==> config.mk <==
export PLATFORM = sky130hd
export DESIGN_NAME = anc_pkt_inserter
export DESIGN_NICKNAME = d
export VERILOG_FILES = /design/src/rtl/anc_pkg.sv /design/src/rtl/anc_handshake.sv /design/src/rtl/anc_word_fmt.sv /design/src/rtl/anc_csum.sv /design/src/rtl/anc_sequencer.sv /design/src/rtl/anc_pkt_inserter.sv
export SDC_FILE = /design/constraint.sdc
export NUM_CORES = 1
export LEC_CHECK = 0
export ABC_AREA = 0
export BUFFER_PORTS_ARGS = -buffer_cell sky130_fd_sc_hd__buf_2
export CAP_MARGIN = 10
export CORE_UTILIZATION = 55
export CTS_CLUSTER_DIAMETER = 200
export DETAILED_ROUTE_END_ITERATION = 8
export PLACE_DENSITY_LB_ADDON = 0.1
export SYNTH_ARGS = -nofsm -noshare
export SYNTH_HDL_FRONTEND = slang
export SYNTH_SLANG_ARGS = --single-unit
==> constraint.sdc <==
create_clock -name clk_i -period 4.28 [get_ports clk_i]
set_input_delay 0.642 -clock clk_i [delete_from_list [all_inputs] [get_ports clk_i]]
set_output_delay 0.642 -clock clk_i [all_outputs]
set_load 0.01 [all_outputs]
==> src/rtl/anc_pkg.sv <==
package anc_pkg;
  localparam int unsigned BYTE_W    = 8;
  localparam int unsigned WORD_W    = BYTE_W + 2;
  localparam int unsigned SUM_W     = BYTE_W + 1;
  localparam int unsigned IDX_W     = BYTE_W + 1;
  localparam int unsigned HDR_BYTES = 3;   // id, secondary id, count
  localparam int unsigned FLAG_LEN  = 3;

  typedef logic [BYTE_W-1:0] byte_t;
  typedef logic [WORD_W-1:0] word_t;
  typedef logic [SUM_W-1:0]  sum_t;

  localparam word_t FLAG_FIRST = '0;
  localparam word_t FLAG_REST  = '1;

  typedef enum logic [1:0] {HS_IDLE, HS_WAIT, HS_BUSY} hs_state_e;
  typedef enum logic [1:0] {SQ_IDLE, SQ_FLAG, SQ_DATA, SQ_CSUM} sq_state_e;
endpackage

==> src/rtl/anc_handshake.sv <==
module anc_handshake
  import anc_pkg::*;
#(
  parameter int unsigned EN_LAG = 2
) (
  input  logic clk_i,
  input  logic rst_ni,
  input  logic mux_en_i,
  input  logic en_i,
  input  logic done_i,
  output logic rdy_o,
  output logic go_o,
  output logic err_o
);
  localparam int unsigned CNT_W = $clog2(EN_LAG + 1);

  hs_state_e        st_q;
  logic [CNT_W-1:0] cnt_q;
  logic             rdy_q, err_q;
  logic             at_check;

  assign at_check = (st_q == HS_WAIT) && (cnt_q == CNT_W'(EN_LAG));
  assign go_o     = at_check && en_i;
  assign rdy_o    = rdy_q;
  assign err_o    = err_q;

  always_ff @(posedge clk_i or negedge rst_ni) begin
    if (!rst_ni) begin
      st_q  <= HS_IDLE;
      cnt_q <= '0;
      rdy_q <= 1'b0;
      err_q <= 1'b0;
    end else begin
      rdy_q <= 1'b0;
      err_q <= 1'b0;
      unique case (st_q)
        HS_IDLE: if (mux_en_i) begin
          st_q  <= HS_WAIT;
          cnt_q <= '0;
          rdy_q <= 1'b1;
        end
        HS_WAIT: if (at_check) begin
          st_q  <= en_i ? HS_BUSY : HS_IDLE;
          err_q <= !en_i;
        end else begin
          cnt_q <= cnt_q + 1'b1;
        end
        HS_BUSY: if (done_i) st_q <= HS_IDLE;
        default: st_q <= HS_IDLE;
      endcase
    end
  end

  AST_RDY_PULSE: assert property (@(posedge clk_i) disable iff (!rst_ni)
    rdy_o |=> !rdy_o);
  AST_RDY_NEEDS_MODE: assert property (@(posedge clk_i) disable iff (!rst_ni)
    $rose(rdy_o) |-> $past(mux_en_i));
  AST_ERR_PULSE: assert property (@(posedge clk_i) disable iff (!rst_ni)
    err_o |=> !err_o);
endmodule

==> src/rtl/anc_word_fmt.sv <==
module anc_word_fmt
  import anc_pkg::*;
(
  input  byte_t byte_i,
  output word_t word_o
);
  logic par;
  assign par    = ^byte_i;           // even over bits 8:0
  assign word_o = {~par, par, byte_i};
endmodule

==> src/rtl/anc_csum.sv <==
module anc_csum
  import anc_pkg::*;
(
  input  logic  clk_i,
  input  logic  rst_ni,
  input  logic  clr_i,
  input  logic  add_i,
  input  sum_t  val_i,
  output word_t csum_o
);
  sum_t sum_q;

  always_ff @(posedge clk_i or negedge rst_ni) begin
    if (!rst_ni)    sum_q <= '0;
    else if (clr_i) sum_q <= '0;
    else if (add_i) sum_q <= sum_q + val_i;   // carry out dropped
  end

  assign csum_o = {~sum_q[SUM_W-1], sum_q};
endmodule

==> src/rtl/anc_sequencer.sv <==
module anc_sequencer
  import anc_pkg::*;
(
  input  logic  clk_i,
  input  logic  rst_ni,
  input  logic  go_i,
  input  byte_t byte_i,
  output logic  done_o,
  output word_t word_o,
  output logic  vld_o
);
  localparam int unsigned FIDX_W = $clog2(FLAG_LEN);
  localparam logic [IDX_W-1:0] DC_IDX = IDX_W'(HDR_BYTES - 1);

  sq_state_e         st_q;
  logic [FIDX_W-1:0] fidx_q;
  logic [IDX_W-1:0]  idx_q;
  byte_t             hold_q, dc_q, dc_eff;
  word_t             fmt_w, csum_w, word_q;
  logic              vld_q, last_w, in_data, in_csum;

  anc_word_fmt u_fmt (.byte_i(hold_q), .word_o(fmt_w));

  assign in_data = (st_q == SQ_DATA);
  assign in_csum = (st_q == SQ_CSUM);

  anc_csum u_csum (
    .clk_i (clk_i),
    .rst_ni(rst_ni),
    .clr_i (in_csum),
    .add_i (in_data),
    .val_i (fmt_w[SUM_W-1:0]),
    .csum_o(csum_w)
  );

  // count byte is still in hold_q while it is being emitted
  assign dc_eff = (idx_q == DC_IDX) ? hold_q : dc_q;
  assign last_w = (idx_q == DC_IDX + {1'b0, dc_eff});
  assign done_o = in_csum;
  assign word_o = word_q;
  assign vld_o  = vld_q;

  always_ff @(posedge clk_i or negedge rst_ni) begin
    if (!rst_ni) begin
      st_q   <= SQ_IDLE;
      fidx_q <= '0;
      idx_q  <= '0;
      hold_q <= '0;
      dc_q   <= '0;
      word_q <= '0;
      vld_q  <= 1'b0;
    end else begin
      unique case (st_q)
        SQ_IDLE: begin
          vld_q <= go_i;
          if (go_i) begin
            word_q <= FLAG_FIRST;
            fidx_q <= FIDX_W'(1);
            st_q   <= SQ_FLAG;
          end
        end
        SQ_FLAG: begin
          word_q <= FLAG_REST;
          vld_q  <= 1'b1;
          if (fidx_q == FIDX_W'(FLAG_LEN - 1)) begin
            hold_q <= byte_i;
            idx_q  <= '0;
            st_q   <= SQ_DATA;
          end else begin
            fidx_q <= fidx_q + 1'b1;
          end
        end
        SQ_DATA: begin
          word_q <= fmt_w;
          vld_q  <= 1'b1;
          if (idx_q == DC_IDX) dc_q <= hold_q;
          if (last_w) begin
            st_q <= SQ_CSUM;
          end else begin
            hold_q <= byte_i;
            idx_q  <= idx_q + 1'b1;
          end
        end
        SQ_CSUM: begin
          word_q <= csum_w;
          vld_q  <= 1'b1;
          st_q   <= SQ_IDLE;
        end
        default: st_q <= SQ_IDLE;
      endcase
    end
  end

  AST_STREAM_GAPLESS: assert property (@(posedge clk_i) disable iff (!rst_ni)
    (vld_o && st_q != SQ_IDLE) |=> vld_o);
  AST_CSUM_CLOSES: assert property (@(posedge clk_i) disable iff (!rst_ni)
    (vld_o && st_q == SQ_IDLE) |=> !vld_o);
endmodule

==> src/rtl/anc_pkt_inserter.sv <==
module anc_pkt_inserter
  import anc_pkg::*;
#(
  parameter int unsigned EN_LAG = 2
) (
  input  logic              clk_i,
  input  logic              rst_ni,
  input  logic              mux_en_i,
  input  logic              pkt_en_i,
  input  logic [BYTE_W-1:0] pkt_byte_i,
  output logic              pkt_rdy_o,
  output logic              hs_err_o,
  output logic [WORD_W-1:0] anc_word_o,
  output logic              anc_vld_o
);
  logic go, done;

  anc_handshake #(.EN_LAG(EN_LAG)) u_hs (
    .clk_i   (clk_i),
    .rst_ni  (rst_ni),
    .mux_en_i(mux_en_i),
    .en_i    (pkt_en_i),
    .done_i  (done),
    .rdy_o   (pkt_rdy_o),
    .go_o    (go),
    .err_o   (hs_err_o)
  );

  anc_sequencer u_seq (
    .clk_i (clk_i),
    .rst_ni(rst_ni),
    .go_i  (go),
    .byte_i(pkt_byte_i),
    .done_o(done),
    .word_o(anc_word_o),
    .vld_o (anc_vld_o)
  );

  AST_NO_OFFER_IN_PKT: assert property (@(posedge clk_i) disable iff (!rst_ni)
    anc_vld_o |-> !pkt_rdy_o);
  AST_ERR_SILENT: assert property (@(posedge clk_i) disable iff (!rst_ni)
    hs_err_o |-> !anc_vld_o);
endmodule

### Word-level counts from Yosys, hierarchy flattened

Index checks and enable logic that the tools add are counted.
W data, S select, Z words.

| cells by class | value |
|---|---|
| equal/unequal tests | 18 |
| reduce and logical (&&, ||, !) cells | 16 |
| add/subtract/negate cells | 5 |
| bitwise operators | 2 |
| muxes and demuxes | 30 |

Operators by type and width:

| operator | count |
|---|---|
| $pmux W10 S4 | 1 |
| $mux W9 | 4 |
| $mux W8 | 3 |
| $mux W2 | 10 |
| $pmux W9 S2 | 1 |
| $pmux W8 S2 | 1 |
| $reduce_and A3 Y1 | 5 |
| $ne A2 B2 Y1 const B | 6 |
| $eq A2 B2 Y1 const B | 5 |
| $mux W10 | 1 |
| $add A2 B8 Y9 const A | 1 |
| $add A9 B1 Y9 const B | 1 |
| $add A9 B9 Y9 | 1 |
| $eq A9 B2 Y1 const B | 1 |
| $eq A9 B9 Y1 | 1 |
| $pmux W2 S2 | 2 |
| $pmux W2 S4 | 1 |
| $reduce_bool A2 Y1 | 4 |
| $reduce_xor A8 Y1 | 1 |
| $ne A2 B1 Y1 const B | 3 |
| $pmux W2 S3 | 1 |
| $add A2 B1 Y2 const B | 2 |
| $eq A2 B1 Y1 const B | 2 |
| $logic_not A2 Y1 | 2 |
| 6 further kinds | 11 |

| storage, ports and cells | value |
|---|---|
| bits in registers | 55 |
| word-level logic and storage cells | 83 |
| input bits | 12 |
| output and inout port bits | 13 |

### Longest topological paths before layout

| depth | value |
|---|---|
| word-level depth | 6 |
| mapped depth | 15 |
| depth with buffers taken out | 13 |

### Cells and area by module

A second synthesis with hierarchy kept.

| unflattened totals | value |
|---|---|
| cells, all modules | 375 |
| area total of the unflattened synthesis | 3714.8 um^2 |

By module, submodules not included:

| module | times used | cells an instance | area an instance (um^2) | sequential area each (um^2) |
|---|---|---|---|---|
| anc_sequencer | 1 | 253 | 2534.9 | 1001.0 |
| anc_csum | 1 | 81 | 752.0 | 225.2 |
| anc_handshake | 1 | 24 | 290.3 | 150.1 |
| anc_word_fmt | 1 | 17 | 137.6 | 0.0 |

### Worst setup path before layout

OpenSTA, ideal clock, no wires.

| timing path | value |
|---|---|
| path type | reg2reg |
| start | register u_seq.idx_q[0] |
| end | register u_seq.hold_q[0] |
| data arrival time | 3.919 ns |
| period minus slack after synthesis | 4.044 ns |
| library setup time | 0.125 ns |
| path buffers | 0 |
| required time | 4.155 ns |
| stages on the path, launching flop included | 13 |
| path slack | 0.236 ns |
| path through | dfrtp_1 inv_1 ha_1 nor4b_2 nand2_1 a21oi_1 inv_1 ha_1 xor2_1 or4b_1 or4_4 o31ai_4 mux2_2 |

| on the way | value |
|---|---|
| word-level cells in the longest chain between the ends | 6 |

Ends and longest elaborated chain:

| what | RTL line | RTL |
|---|---|---|
| from (decl) | anc_sequencer.sv:17 | `logic [IDX_W-1:0] idx_q;` |
| from (signal assigned) | anc_sequencer.sv:81 | `idx_q <= idx_q + 1'b1;` |
| $eq A9 B2 Y1 | anc_sequencer.sv:37 | `assign dc_eff = (idx_q == DC_IDX) ? hold_q : dc_q;` |
| $mux W8 | -- |  |
| via u_seq.dc_eff[1] | anc_sequencer.sv:18 | `byte_t hold_q, dc_q, dc_eff;` |
| $add A2 B8 Y9 | anc_sequencer.sv:38 | `assign last_w = (idx_q == DC_IDX + {1'b0, dc_eff});` |
| $eq A9 B9 Y1 | anc_sequencer.sv:38 |  |
| $ne A2 B2 Y1 (no line) | -- |  |
| $reduce_and A3 Y1 (no line) | -- |  |
| to (signal assigned) | anc_sequencer.sv:66 | `hold_q <= byte_i;` |
| to (signal assigned) | anc_sequencer.sv:80 | `hold_q <= byte_i;` |
| to (decl) | anc_sequencer.sv:18 |  |

The timed path passes the listed nets, and every way through them passes these cells.
A chain may end at the register's enable or synchronous reset.

### Worst setup path in the final report

| timing path | value |
|---|---|
| start | register u_seq.idx_q[0] |
| end | register u_seq.hold_q[6] |

The elaborated chain is that of the path after synthesis.

==> summary.md <==
| Metric | Value |
|---|---|
| Power density of the placed cells | 848.8 nW/um2 |
| Number of DRC violations after detailed-routing iteration 0 | 228 |
| Clock tree from TritonCTS | built |
| Mapped Avg Cell Area | 9.474 um2 |
| Die Y-Extent | 83.02 um |
| Cell types occupying the most area after synthesis | sky130_fd_sc_hd__dfrtp_1 (38%), sky130_fd_sc_hd__ha_1 (6.2%), sky130_fd_sc_hd__mux2_2 (5.0%) |
| DR vias | 2898 |
| Largest stage delay, worst path | 0.64 ns |
| Post-route clock skew | 0.008316 ns |
| Leading register cell type out of synthesis | sky130_fd_sc_hd__dfrtp_1 |
| Unrepaired setup endpoints after global routing | false |
| Number of antenna violations at the first check in global routing | 0 |
| WL/cell | 16.54 um |
| Aggregate global-route resource usage | 24.17% |
| Port Buffer Count | 24 |
| Routed wire length | 7838 um |
| Via count of the first global-routing pass | 2831 |
| Worst-margin pin slew | 0.7919 ns |
| Routed vias/inst | 6.114 |
| Critical-path cell with the highest stage delay | sky130_fd_sc_hd__or4_4 |
| Power Total | 3317 uW |
| Worst-skew pair later-pin latency | 0.31 ns |
| Endpoint of the worst-slack reg-to-reg timing path | u_seq.hold_q[6] |
| Number of unique standard cell types used by synthesis | 63 |
| Area fraction of the dominant cell type after synthesis | 38.13% |
| Crit path max fanout | 12 |
| CP required | 4.47 ns |
| Capturing instance or port of the critical path | u_seq.hold_q[6] |
| Count of pins over their slew limit | 0 |
| Clock Sink Count | 55 |
| Crit-path cells | inv_1 -> ha_1 -> or4b_1 -> nor2_1 -> nand2_1 -> nand2_1 -> ha_1 -> xor2_1 -> or4b_1 -> or4_4 -> o31ai_4 -> buf_12 -> mux2_2 |
| Effective utilization at floorplan | 56.85% |
| I/O pins | 25 |
| Finish-stage setup viols | 0 |
| Kind of end point of the critical path | register |
| Count of TritonRoute iterations in the first routing pass | 4 |
| Final ANT Viol Nets | 0 |
| Hold buffers post-CTS | 0 |
| Sort of element at the start of the critical path | register |
| Number of cells on the critical path | 13 |
| Post-detail-place hpwl | 5572 um |
| Cell types with the highest counts after synthesis | sky130_fd_sc_hd__dfrtp_1 (55), sky130_fd_sc_hd__nand2_1 (31), sky130_fd_sc_hd__a21oi_1 (25) |
| Post-Route Setup TNS | 0 ns |
| H-tree depth | 2 |
| CTS clk-pin slew, worst paths | 0.10 ns |
| Growth of design area from synthesis to finish | 8.250% |
| Number of cells on the worst reg-to-reg path | 13 |
| Clock tree root buffer cell | sky130_fd_sc_hd__clkbuf_8 |
| Hold violation count in the final report | 0 |
| Drt drc | 0 |
| Worst setup startpoint | u_seq.idx_q[0] |
| Min cycle time layout | 4.133 ns |
| Critical path's top delay family | simple AND/OR/NAND/NOR gates |
| Mapped Nets | 412 |
| Number of buffers on the longest clock path | 2 |
| Num CTS Buffers | 5 |
| Total of flip-flops plus latches after synthesis | 55 |
| RePlAce Congestion | 0.9156 |
| Post-Syn Instances | 381 |
| Classification of the worst setup path | reg2reg |
| Worst path bufs/invs | 2 |
| Status | completed |
| Slack of the worst reg-to-reg path | 0.15 ns |
| Number of maximum-capacitance violations | 0 |
| Total Die Area | 6891 um2 |
| Sequential share of the synthesized area | 38.13% |
| Most numerous cell in the Yosys netlist | sky130_fd_sc_hd__dfrtp_1 |
| Largest net degree at the start of global routing | 56 |
| Total of warnings raised by yosys | 0 |
| Fraction of layout cells with a size suffix above 1 | 17.38% |
| Post-Syn Area | 3610 um2 |
| Upper clock frequency limit | 0.2419 GHz |
| Diode insertion count for antenna repair | 0 |
| Worst IR drop on VDD | 0.4319 mV |
| Number of enable-type register cells in the synthesized netlist | 0 |
| Cell row count | 29 |
| Nets | 428 |
| Yosys top cell by area | sky130_fd_sc_hd__dfrtp_1 |
| Ys async rst share | 100.0% |
| Portion of the clock cycle consumed by the worst path in the final layout | 96.57% |
| Standby leakage power | 0.001765 uW |
| Slew headroom | 47.21% |
| Core Footprint | 6350 um2 |
| First-pass GRT wire length | 13690 um |
| Arrival time at the worst endpoint | 4.33 ns |
| Worst hold path type | in2async |
| Origin of the critical flop-to-flop path | u_seq.idx_q[0] |
| Total grt overflow | 0 |
| Chip Width | 83.02 um |
what timing repair did:
item	CTS	global route
buffers inserted	0	1
resized for setup	0	0
setup endpoints to repair	0	8
report_power, final:
part / internal [uW] / switching, uW / total (uW)
clock network: 131 / 169 / 300
registers: 740 / 261 / 1000
logic: 935 / 1080 / 2020
total: 1810 / 1510 / 3320
how the worst min path moves through the flow:
stage          depth (start not counted)             from  slack (ns)               to
6_report                               2           rst_ni        0.46  u_seq.fidx_q[1]
5_1_grt                                2         pkt_en_i        0.49       u_hs.err_o
4_1_cts                                1  u_seq.word_o[0]        0.48  u_seq.word_o[0]
3_5_place_dp                           1  u_seq.word_o[0]        0.46  u_seq.word_o[0]
3_3_place_gp                           1  u_seq.word_o[6]        0.45  u_seq.word_o[6]
2_1_floorplan                          0           rst_ni        0.35    u_hs.cnt_q[0]
per-layer routing:
metal  up-vias  GRT usage (%)  wire (um)
li1       1431              -          -
met1      1395          35.59       3693
met2        68          37.78       3695
met3         4          3.877        397
met4         0          5.016         52
met5         -              0          0
cells in the final DEF (no fill, tap or decap), types with 3 or more instances in the layout:
cell and n:
sky130_fd_sc_hd__inv_1 20, sky130_fd_sc_hd__a221oi_2 5, sky130_fd_sc_hd__o21bai_1 3, sky130_fd_sc_hd__a22oi_1 8
sky130_fd_sc_hd__mux2_2 16, sky130_fd_sc_hd__a21o_1 12, sky130_fd_sc_hd__buf_2 24, sky130_fd_sc_hd__nand3_1 4
sky130_fd_sc_hd__nor4_1 4, sky130_fd_sc_hd__o211ai_1 7, sky130_fd_sc_hd__dfrtp_1 55, sky130_fd_sc_hd__nand4_1 3
sky130_fd_sc_hd__nor3_1 12, sky130_fd_sc_hd__nand2_1 31, sky130_fd_sc_hd__nor2_1 19, sky130_fd_sc_hd__clkbuf_8 6
sky130_fd_sc_hd__buf_4 11, sky130_fd_sc_hd__a21boi_0 3, sky130_fd_sc_hd__o21ai_0 13, sky130_fd_sc_hd__mux2i_1 6
sky130_fd_sc_hd__a21oi_1 25, sky130_fd_sc_hd__xor2_1 4, sky130_fd_sc_hd__a211oi_1 10, sky130_fd_sc_hd__xnor2_1 16
sky130_fd_sc_hd__nand2b_1 3, sky130_fd_sc_hd__and3_1 13, sky130_fd_sc_hd__a41o_1 3, sky130_fd_sc_hd__ha_1 18
final cells by class:
type,instances,area (um2)
fill,548,2442
tap,77,96.34
multi-input combinational,279,2046
clock inverter,1,8.758
clock buffer,6,82.58
inverter,20,75.07
timing repair buffer,36,222.7
sequential,55,1376
flip-flops by register name, indices dropped and copies added, names as in the netlist:
signal / flops
u_seq.dc_q: 8
u_seq.word_o: 10
u_seq.hold_q: 8
u_hs.st_q: 2
u_seq.st_q: 2
u_seq.vld_o: 1
u_hs.cnt_q: 2
u_hs.err_o: 1
u_hs.rdy_o: 1
u_seq.idx_q: 9
u_seq.u_csum.sum_q: 9
u_seq.fidx_q: 2
metrics by stage:
stage	setup WS (ns)	hold slack (ns)	area [um2]	util (%)	std cells
3_3_place_gp	0.2409	0.4543	3796	59.78	466
4_1_cts	0.1266	0.4846	3887	61.22	473
2_1_floorplan	0.2363	0.3464	3610	-	381
5_1_grt	0.003369	0.4922	3908	61.54	474
6_report	0.1466	0.4587	3908	61.54	474
3_5_place_dp	0.1509	0.4611	3796	59.78	466
cell families after synthesis:
kind of cell,count (synthesis),share of synthesized area [%]
DFF,55,38.13
adders and majority gates,19,6.794
AOI/OAI and AO/OA,110,22.43
muxes,23,6.967
xor gates and xnor gates,20,4.852
buffers and inverters,47,5.199
and+or+nand+nor,107,15.63
Note: power is estimated with default switching activity, not from simulation.
